File: src/rtl/sqp_pkg.sv
`timescale 1ns/1ps
package sqp_pkg;
  localparam int NBUF = 2;

  typedef enum logic [1:0] {
    FLOW_CHAIN  = 2'b00,
    FLOW_STOP   = 2'b01,
    FLOW_LINEAR = 2'b10,
    FLOW_MASK   = 2'b11
  } flow_e;
endpackage

File: src/rtl/sqp_load_stage.sv
`timescale 1ns/1ps
// Holding register for the delayed pointer load.
module sqp_load_stage #(
  parameter int AW = 13
) (
  input  logic          clk,
  input  logic          rst_n,
  input  logic          load_n,
  input  logic [AW-1:0] ld_data,
  output logic          pend,
  output logic [AW-1:0] hold
);
  always_ff @(posedge clk or negedge rst_n) begin
    if (!rst_n) begin
      pend <= 1'b0;
      hold <= '0;
    end else begin
      pend <= !load_n;
      if (!load_n) hold <= ld_data;
    end
  end
endmodule

File: src/rtl/sqp_advance.sv
`timescale 1ns/1ps
// Next address for an ordinary advance, and which region ends it lands on.
module sqp_advance
  import sqp_pkg::*;
#(
  parameter int AW = 13
) (
  input  logic [AW-1:0]            cur,
  input  logic [NBUF-1:0][AW-1:0]  starts,
  input  logic [NBUF-1:0][AW-1:0]  ends,
  input  logic [NBUF-1:0][1:0]     modes,
  output logic [AW-1:0]            nxt,
  output logic [NBUF-1:0]          hit
);
  logic [NBUF-1:0] chain_here;

  for (genvar g = 0; g < NBUF; g++) begin : g_end_cmp
    assign chain_here[g] = (cur == ends[g]) && (flow_e'(modes[g]) == FLOW_CHAIN);
    assign hit[g]        = (nxt == ends[g]);
  end

  // Leaving a chaining end goes to the other region; a shared end goes to region 1.
  always_comb begin
    if (chain_here[0] && chain_here[1]) nxt = starts[0];
    else if (chain_here[0])             nxt = starts[1];
    else if (chain_here[1])             nxt = starts[0];
    else                                nxt = cur + AW'(1);
  end
endmodule

File: src/rtl/sqp_flag_bank.sv
`timescale 1ns/1ps
// Sticky end-of-region flags and status bits, one pair per region.
module sqp_flag_bank
  import sqp_pkg::*;
(
  input  logic            clk,
  input  logic            rst_n,
  input  logic [NBUF-1:0] set_v,
  input  logic [NBUF-1:0] quiet_v,
  input  logic [NBUF-1:0] clr_v,
  output logic [NBUF-1:0] flag_n,
  output logic [NBUF-1:0] stat
);
  for (genvar g = 0; g < NBUF; g++) begin : g_flag
    logic shown_q;
    logic stat_q;
    always_ff @(posedge clk or negedge rst_n) begin
      if (!rst_n) begin
        shown_q <= 1'b0;
        stat_q  <= 1'b0;
      end else if (set_v[g]) begin
        stat_q <= 1'b1;
        if (!quiet_v[g]) shown_q <= 1'b1;
      end else if (clr_v[g]) begin
        stat_q  <= 1'b0;
        shown_q <= 1'b0;
      end
    end
    assign flag_n[g] = !shown_q;
    assign stat[g]   = stat_q;
  end
endmodule

File: src/rtl/seq_addr_pointer.sv
`timescale 1ns/1ps
module seq_addr_pointer
  import sqp_pkg::*;
#(
  parameter int AW = 13
) (
  input  logic          clk,
  input  logic          rst_n,
  input  logic          cnt_en_n,
  input  logic          load_n,
  input  logic [AW-1:0] ld_data,
  input  logic          strt1_n,
  input  logic          strt2_n,
  input  logic [AW-1:0] start1,
  input  logic [AW-1:0] end1,
  input  logic [AW-1:0] start2,
  input  logic [AW-1:0] end2,
  input  logic [1:0]    mode1,
  input  logic [1:0]    mode2,
  input  logic          release_stop,
  input  logic [1:0]    clr_flag,
  output logic [AW-1:0] ptr,
  output logic          wr_inhibit,
  output logic [1:0]    eob_n,
  output logic [1:0]    eob_stat
);
  logic [NBUF-1:0][AW-1:0] starts, ends;
  logic [NBUF-1:0][1:0]    modes;
  assign starts = {start2, start1};
  assign ends   = {end2, end1};
  assign modes  = {mode2, mode1};

  logic          pend_w;
  logic [AW-1:0] hold_w;
  logic [AW-1:0] nxt_w;
  logic [NBUF-1:0] hit_w, stop_hit, quiet_v, set_v;

  logic [AW-1:0] ptr_q, ptr_d, stop_end_q, stop_end_d;
  logic          halted_q, halted_d, armed_q, armed_d, rel_q, rel_d;
  logic          step_en;

  assign step_en = !cnt_en_n;

  sqp_load_stage #(.AW(AW)) u_load (
    .clk(clk), .rst_n(rst_n), .load_n(load_n), .ld_data(ld_data),
    .pend(pend_w), .hold(hold_w)
  );

  sqp_advance #(.AW(AW)) u_adv (
    .cur(ptr_q), .starts(starts), .ends(ends), .modes(modes),
    .nxt(nxt_w), .hit(hit_w)
  );

  for (genvar g = 0; g < NBUF; g++) begin : g_policy
    assign stop_hit[g] = hit_w[g] && (flow_e'(modes[g]) == FLOW_STOP);
    assign quiet_v[g]  = (flow_e'(modes[g]) == FLOW_MASK);
  end

  // Priority: pending load, load capture (freeze), start strobes, halt, arming, advance.
  always_comb begin
    ptr_d      = ptr_q;
    halted_d   = halted_q;
    armed_d    = armed_q;
    rel_d      = rel_q;
    stop_end_d = stop_end_q;
    set_v      = '0;
    if (pend_w) begin
      ptr_d    = hold_w;
      halted_d = 1'b0;
      armed_d  = 1'b0;
      rel_d    = 1'b0;
    end else if (!load_n) begin
      ptr_d = ptr_q;
    end else if (!strt1_n || !strt2_n) begin
      ptr_d    = !strt1_n ? start1 : start2;
      halted_d = 1'b0;
      armed_d  = 1'b0;
      rel_d    = 1'b0;
    end else if (halted_q) begin
      if (rel_q && step_en) begin
        ptr_d    = stop_end_q + AW'(2);
        halted_d = 1'b0;
        rel_d    = 1'b0;
      end else begin
        rel_d = release_stop;
      end
    end else if (armed_q) begin
      armed_d  = 1'b0;
      halted_d = 1'b1;
      if (step_en) ptr_d = ptr_q + AW'(1);
    end else if (step_en) begin
      ptr_d = nxt_w;
      set_v = hit_w;
      if (|stop_hit) begin
        armed_d    = 1'b1;
        stop_end_d = nxt_w;
      end
    end
  end

  always_ff @(posedge clk or negedge rst_n) begin
    if (!rst_n) begin
      ptr_q      <= '0;
      stop_end_q <= '0;
      halted_q   <= 1'b0;
      armed_q    <= 1'b0;
      rel_q      <= 1'b0;
    end else begin
      ptr_q      <= ptr_d;
      stop_end_q <= stop_end_d;
      halted_q   <= halted_d;
      armed_q    <= armed_d;
      rel_q      <= rel_d;
    end
  end

  sqp_flag_bank u_flags (
    .clk(clk), .rst_n(rst_n), .set_v(set_v), .quiet_v(quiet_v),
    .clr_v(clr_flag), .flag_n(eob_n), .stat(eob_stat)
  );

  assign ptr        = ptr_q;
  assign wr_inhibit = halted_q;
endmodule

File: config.mk
export PLATFORM = sky130hd
export DESIGN_NAME = seq_addr_pointer
export DESIGN_NICKNAME = d
export VERILOG_FILES = /design/src/rtl/sqp_pkg.sv /design/src/rtl/sqp_load_stage.sv /design/src/rtl/sqp_advance.sv /design/src/rtl/sqp_flag_bank.sv /design/src/rtl/seq_addr_pointer.sv
export SDC_FILE = /design/constraint.sdc
export NUM_CORES = 1
export LEC_CHECK = 0
export ABC_AREA = 1
export BUFFER_PORTS_ARGS = -buffer_cell sky130_fd_sc_hd__buf_2
export CAP_MARGIN = 20
export CORE_ASPECT_RATIO = 0.9
export CORE_MARGIN = 2
export CORE_UTILIZATION = 35
export CTS_BUF_LIST = sky130_fd_sc_hd__clkbuf_8
export DETAILED_ROUTE_END_ITERATION = 7
export PLACE_DENSITY = 0.53
export SKIP_LAST_GASP = 1
export SYNTH_ARGS = -nofsm -noshare
export SYNTH_HDL_FRONTEND = slang
export SYNTH_SLANG_ARGS = --single-unit
File: constraint.sdc
create_clock -name clk -period 4 [get_ports clk]
set_input_delay 0.6 -clock clk [delete_from_list [all_inputs] [get_ports clk]]
set_output_delay 0.6 -clock clk [all_outputs]
set_load 0.01 [all_outputs]
=== Word level (Yosys, flattened, before mapping) ===
Cells that the tools add are included.

* Add/subtract/negate cells: 2
* Multiply operators: 0
* Divide/modulo/power cells: 0
* Order comparisons: 0
* Equality and inequality tests: 13
* Shift operators: 0
* Mux-type cells: 44
* Bitwise gates (word level): 5
* Reduce and logical (&&, ||, !) cells: 26

{| class="wikitable"
|+ Operator list
! cell !! number
|-
| $mux 13 || 12
|-
| $eq 13x13->1 || 4
|-
| $mux 1 || 26
|-
| $add 13x1->13 const B || 1
|-
| $add 13x2->13 const B || 1
|-
| $mux 2 || 6
|-
| $ne 4x1->1 const B || 2
|-
| $reduce_and 2->1 || 4
|-
| $reduce_and 7->1 || 1
|-
| $logic_and 1x1->1 || 6
|-
| $logic_not 1->1 || 6
|-
| $reduce_bool 2->1 || 3
|-
| $not 1->1 || 5
|-
| $eq 2x1->1 const B || 2
|-
| $eq 2x2->1 const B || 2
|-
| $logic_not 2->1 || 2
|-
| $ne 2x2->1 const B || 2
|-
| $ne 3x1->1 const B || 1
|-
| $reduce_and 3->1 || 1
|-
| $reduce_bool 3->1 || 1
|-
| $reduce_or 2->1 || 1
|-
| $logic_or 1x1->1 || 1
|}

* Register bits after elaboration: 47
* Bits in latches: 0
* RAM bits: 0
* Memory bits (read-only): 0
* Bits of input ports: 78
* Output and inout bits: 18
* Memories: 0

=== Logic depth before layout (Yosys ltp) ===
* Word-level depth: 15
* Gate-level depth with buffers: 23
* Mapped depth without buffers: 21

=== Modules after synthesis ===
A second synthesis with hierarchy kept.

* Cell total of the unflattened synthesis: 810
* Area total of the unflattened synthesis: 4794.6 sq um

{| class="wikitable"
|+ By module, submodules not included
! module !! times used !! cells each !! area each (sq um)
|-
| seq_addr_pointer || 1 || 364 || 2331.0
|-
| sqp_advance || 1 || 366 || 1759.2
|-
| sqp_load_stage || 1 || 56 || 519.2
|-
| sqp_flag_bank || 1 || 24 || 185.2
|}

=== Worst setup path before layout ===
Ideal clock, no wire load.

* Kind: input to register
* Start: input port mode2[1]
* End: register stop_end_q[9]
* Setup time: 0.117 ns
* Arrival time: 2.255 ns
* Required time: 3.883 ns
* Setup slack: 1.628 ns
* Stages on the path: 17
* Cell sequence: nor2_1 nand2_1 nor2_1 nand2_1 nor2_1 nand2_2 buf_6 or2_4 nand2_2 nand2_1 nand2_1 nand3_1 nor2_2 nand3_2 buf_2 nand3_1 nand2_1

* Cells in the longest elaborated chain, start to end: 9
* Elaborated cells between the ends (all ways): 13
* Classes of those cells: eq/ne: 3; mux: 3; reduce/logical: 7

{| class="wikitable"
|+ RTL lines
! element !! line !! text
|-
| from (decl) || seq_addr_pointer.sv:19 || <nowiki>input logic [1:0] mode2,</nowiki>
|-
| $logic_not 2->1 || sqp_advance.sv:18 || <nowiki>assign chain_here[g] = (cur == ends[g]) && (flow_e'(modes[g]) == FLOW_CHAIN);</nowiki>
|-
| $logic_and 1x1->1 || sqp_advance.sv:18 ||
|-
| $mux 13 || sqp_advance.sv:26 || <nowiki>else if (chain_here[1]) nxt = starts[0];</nowiki>
|-
| $mux 13 || sqp_advance.sv:25 || <nowiki>else if (chain_here[0]) nxt = starts[1];</nowiki>
|-
| $mux 13 || sqp_advance.sv:24 || <nowiki>if (chain_here[0] && chain_here[1]) nxt = starts[0];</nowiki>
|-
| $eq 13x13->1 || sqp_advance.sv:19 || <nowiki>assign hit[g] = (nxt == ends[g]);</nowiki>
|-
| $logic_and 1x1->1 || seq_addr_pointer.sv:55 || <nowiki>assign stop_hit[g] = hit_w[g] && (flow_e'(modes[g]) == FLOW_STOP);</nowiki>
|-
| $reduce_or 2->1 || seq_addr_pointer.sv:94 || <nowiki>if (|stop_hit) begin</nowiki>
|-
| $reduce_and 7->1 (no line) || - ||
|-
| to (signal assigned) || seq_addr_pointer.sv:110 || <nowiki>stop_end_q <= stop_end_d;</nowiki>
|-
| to (decl) || seq_addr_pointer.sv:38 || <nowiki>logic [AW-1:0] ptr_q, ptr_d, stop_end_q, stop_end_d;</nowiki>
|}

Parallel ways exist; a longest one is shown, timed or not.
A chain may end at the register's enable or synchronous reset.

=== Worst setup path in the final report ===
* Start: register ptr_q[0] (netlist: ptr[0])
* End: register stop_end_q[10]

* Cells in the longest elaborated chain, start to end: 9
* Elaborated cells between the ends (all ways): 15
* Classes of those cells: add/sub: 1; eq/ne: 4; mux: 3; reduce/logical: 7

{| class="wikitable"
|+ RTL lines
! element !! line !! text
|-
| from (decl) || seq_addr_pointer.sv:38 ||
|-
| from (signal assigned) || seq_addr_pointer.sv:109 || <nowiki>ptr_q <= ptr_d;</nowiki>
|-
| parallel branches: the longest is 4 deep, another holds $add 13x1->13 || - ||
|-
| $mux 13 (*) || sqp_advance.sv:24 ||
|-
| $eq 13x13->1 || sqp_advance.sv:19 ||
|-
| $logic_and 1x1->1 || seq_addr_pointer.sv:55 ||
|-
| $reduce_or 2->1 || seq_addr_pointer.sv:94 ||
|-
| $reduce_and 7->1 (no line) || - ||
|}

Every way passes the cells marked *.

==> impl_metrics.xml <==
<?xml version="1.0" encoding="UTF-8"?>
<metrics>
  <group name="drt">
    <metric name="remaining_drc_errors" unit="">0</metric>
    <metric name="via_count" unit="">5344</metric>
    <metric name="vias_per_cell" unit="">5.32</metric>
    <metric name="detail_route.wl_per_cell" unit="um">18.8</metric>
    <metric name="firstDrtPassIters" unit="">6</metric>
    <metric name="dr.first_iter.drc_count" unit="">650</metric>
    <metric name="final_antenna_net_count" unit="">0</metric>
    <metric name="wirelength" unit="mm">18.9</metric>
  </group>
  <group name="global_route">
    <metric name="grt_pass1_vias" unit="">5140</metric>
    <metric name="antenna_found_initial" unit="">0</metric>
    <metric name="global_route_wire_length_before_repair" unit="mm">28.8</metric>
    <metric name="grt_start_max_net_pins" unit="">48</metric>
    <metric name="grt-ovfl-total" unit="">0</metric>
    <metric name="track_usage" unit="">0.289</metric>
  </group>
  <group name="clock_network">
    <metric name="cts.clk_slew.worst_paths" unit="ps">120</metric>
    <metric name="cts_max_path_buffers" unit="">2</metric>
    <metric name="number_of_buffers_inserted_for_hold_repair_after_clock_tree_synthesis" unit="">0</metric>
    <metric name="cts_sink_count" unit="">47</metric>
    <metric name="htreeDepth" unit="">2</metric>
    <metric name="clkLatencyLatePin" unit="ps">340</metric>
    <metric name="cts_setup_buffers" unit="">0</metric>
    <metric name="cts_root_buffer" unit="">clkbuf_8</metric>
    <metric name="post_cts_sizing" unit="">0</metric>
    <metric name="numCtsBuffers" unit="">5</metric>
    <metric name="cts_tree" unit="">yes</metric>
  </group>
  <group name="place">
    <metric name="placement.cell_area" unit="um2">4940</metric>
    <metric name="numPortBuffers" unit="">95</metric>
    <metric name="hpwlAfterDp" unit="mm">15.0</metric>
    <metric name="global_placer_s_final_weighted_congestion" unit="">0.958</metric>
  </group>
  <group name="synth">
    <metric name="syn_area" unit="um2">4350</metric>
    <metric name="mean_cell_area_of_the_mapped_netlist" unit="um2">5.74</metric>
    <metric name="synth_top_cells_by_area" unit="">nand2_1, dfrtp_1, nand3_1</metric>
    <metric name="yosysTopAreaCellShare" unit="">0.279</metric>
    <metric name="synthCells" unit="">758</metric>
    <metric name="yosysWarningCount" unit="">0</metric>
    <metric name="netlist-cell-type-count" unit="">34</metric>
    <metric name="synth-seq-area-share" unit="">0.270</metric>
    <metric name="most_area_hungry_cell_type_in_the_yosys_netlist" unit="">nand2_1</metric>
    <metric name="synth_flop_cell" unit="">dfrtp_1</metric>
    <metric name="synth_async_sr_flop_share" unit="">1.00</metric>
    <metric name="synth_nets" unit="">838</metric>
    <metric name="synth-edff-count" unit="">0</metric>
    <metric name="synth_seq_cells" unit="">47</metric>
  </group>
  <group name="critical_path">
    <metric name="type_of_the_setup_path_with_the_least_slack" unit="">register to register</metric>
    <metric name="timing.critical_path.slowest_stage_cell" unit="">dfrtp_1</metric>
    <metric name="critPathTopFamily" unit="">simple AND/OR/NAND/NOR gates</metric>
    <metric name="critical_path_arrival" unit="ps">3850</metric>
    <metric name="reg2reg_to" unit="">stop_end_q[10]</metric>
    <metric name="number_of_buffers_and_inverters_on_the_critical_path" unit="">2</metric>
    <metric name="worst_r2r_path_depth" unit="">21</metric>
    <metric name="rrSetupSlack" unit="ps">410</metric>
    <metric name="critical_path.startpoint" unit="">ptr[0]</metric>
    <metric name="critical_path.cell_chain" unit="">inv_2, nand2_1, nand2_1, nor2_1, nand2_1, nor2_2, nand2_2, buf_4, nand2_1, nand2_1, nand2_1, nand2_1, nand2_1, nand2_1, nor2_1, nand2_1, nor2_2, nand3_2, nand2_2, nand2_1, nand2_1</metric>
    <metric name="crit_fanout" unit="">29</metric>
    <metric name="worstReg2RegStart" unit="">ptr[0]</metric>
    <metric name="critical_path.most_common_cell" unit="">nand2_1</metric>
    <metric name="startpoint_type" unit="">register</metric>
    <metric name="worstSetupEndpointType" unit="">register</metric>
    <metric name="critPathMaxStageDelay" unit="ps">630</metric>
    <metric name="cp_data_required_time" unit="ps">4270</metric>
  </group>
  <group name="final_layout">
    <metric name="nNetsFinal" unit="">923</metric>
    <metric name="final_cell_area" unit="um2">5040</metric>
    <metric name="fraction_of_layout_instances_using_a_drive_strength_above_1" unit="">0.164</metric>
    <metric name="antenna_cells_inserted" unit="">0</metric>
    <metric name="nFillCells" unit="">1400</metric>
    <metric name="flow.area_growth_from_synthesis" unit="%">15.8</metric>
    <metric name="final_cell_mix" unit="">nand2_1, buf_2, inv_1</metric>
    <metric name="layout.cells.most_common" unit="">nand2_1</metric>
    <metric name="finish.utilization" unit="">0.417</metric>
  </group>
  <group name="floorplanning">
    <metric name="initial_core_util" unit="">0.360</metric>
    <metric name="chipHeight" unit="um">110</metric>
    <metric name="die-area" unit="um2">13300</metric>
    <metric name="fp-row-count" unit="">38</metric>
    <metric name="boundaryPins" unit="">96</metric>
    <metric name="placeableCoreArea" unit="um2">12100</metric>
    <metric name="die-width" unit="um">122</metric>
  </group>
  <group name="timing">
    <metric name="finalWorstPathRequiredPeriod" unit="ps">3590</metric>
    <metric name="timing.clock.skew" unit="ps">21.4</metric>
    <metric name="slew_headroom" unit="">0.419</metric>
    <metric name="max_freq" unit="MHz">279</metric>
    <metric name="finalCritPeriodShare" unit="">0.896</metric>
    <metric name="timing.final.hold_violations" unit="">0</metric>
    <metric name="final-max-slew-violation-count" unit="">0</metric>
    <metric name="final.setup.tns" unit="ps">0</metric>
    <metric name="final-setup-viol-count" unit="">0</metric>
    <metric name="grt_setup_unrepaired" unit="">no</metric>
    <metric name="max_slew.worst_pin.slew" unit="ps">869</metric>
  </group>
  <group name="flow_run">
    <metric name="maxCapViolations" unit="">0</metric>
  </group>
  <group name="power_and_ir_drop">
    <metric name="power_density" unit="nW/um2">290</metric>
    <metric name="p_leak" unit="uW">0.00287</metric>
    <metric name="ir_worst_vdd" unit="mV">0.147</metric>
  </group>
  <group name="run_status">
    <metric name="run_status" unit="">finished, final reports clean</metric>
  </group>
  <group name="hold_path">
    <metric name="timing.hold.worst.class" unit="">primary input to asynchronous set/reset pin</metric>
  </group>
</metrics>
-- final cells by class --
| class | instances | area [um2] | area share |
|---|---|---|---|
| inverters | 94 | 353 | 0.0700 |
| clock buffers | 5 | 68.8 | 0.0137 |
| flip-flops and latches | 47 | 1180 | 0.233 |
| multi-input cells | 594 | 2690 | 0.534 |
| clock inverters | 3 | 28.8 | 0.00571 |
| well taps | 160 | 200 | 0.0397 |
| repair buffers | 101 | 520 | 0.103 |
-- routing by layer --
| metal | part of all wire | routed length, um | GRT usage |
|---|---|---|---|
| met5 | 0 | 0 | 0 |
| met4 | 0.026 | 488 | 0.0895 |
| met3 | 0.094 | 1770 | 0.0586 |
| met2 | 0.45 | 8410 | 0.472 |
| met1 | 0.43 | 8190 | 0.387 |
-- worst max-delay path by stage --
stage / slack [ps] / cells after the start / endpoint
global placement: 510 / 22 / stop_end_q[2]
global route: 70 / 18 / stop_end_q[9]
detailed placement: 520 / 22 / stop_end_q[8]
floorplan: 1630 / 17 / stop_end_q[9]
finish: 410 / 21 / stop_end_q[10]
CTS: 500 / 21 / stop_end_q[10]
-- state kept, by name (all words and copies together) (netlist names), 2 cells and up --
register	cells
ptr	13
u_flags.g_flag.shown_q	2
stop_end_q	13
u_flags.g_flag.stat_q	2
u_load.hold	13
-- power by group --
part / total (uW) / switching (uW) / internal (uW)
sequential: 566 / 60.6 / 505
clock: 350 / 217 / 133
combinational: 543 / 368 / 175
-- logic make-up after synthesis --
family	after synthesis	share of synthesized area
flip-flops	47	0.270
AO/OA/AOI/OAI	85	0.117
AND/OR/NAND/NOR	497	0.475
buffers and inverters	117	0.112
adder cells (fa/ha/maj)	2	0.00575
XOR/XNOR	10	0.0201
-- worst register-to-register path, stage by stage, from the launching register on --
cell and delay, ps:
dfrtp_1 630, inv_2 120, nand2_1 80, nand2_1 80, nor2_1 220, nand2_1 120
nor2_2 100, nand2_2 70, buf_4 240, nand2_1 110, nand2_1 50, nand2_1 130
nand2_1 170, nand2_1 100, nand2_1 120, nor2_1 120, nand2_1 70, nor2_2 130
nand3_2 340, nand2_2 390, nand2_1 90, nand2_1 70
-- synthesized netlist by cell type, types with 3 or more instances --
cell type  number
inv_2          12
a221oi_1        5
nand2_2         3
nand3_2         6
inv_1          79
o211ai_1        9
xor2_1          7
buf_2           4
buf_4           3
buf_6           4
nor2_1         71
or2_1           3
xnor2_1         3
clkinv_1        3
nand4_1        11
dfrtp_1        47
clkbuf_1       11
nand2_1       324
a21oi_1        14
o221ai_1        7
o22ai_1         3
nor2_2          6
nand3_1        60
o21ai_0        41
a22oi_1         5
nor3_1          7
-- per-stage QoR --
stage	std cells	setup slack (ps)	hold slack, ps	total power, uW
CTS	1004	497	390	1450
global placement	996	511	464	1110
finish	1004	414	359	1460
detailed placement	996	515	465	1110
global route	1004	70.2	405	1550
floorplan	758	1630	304	871
Power figures use the tool's default switching activity.
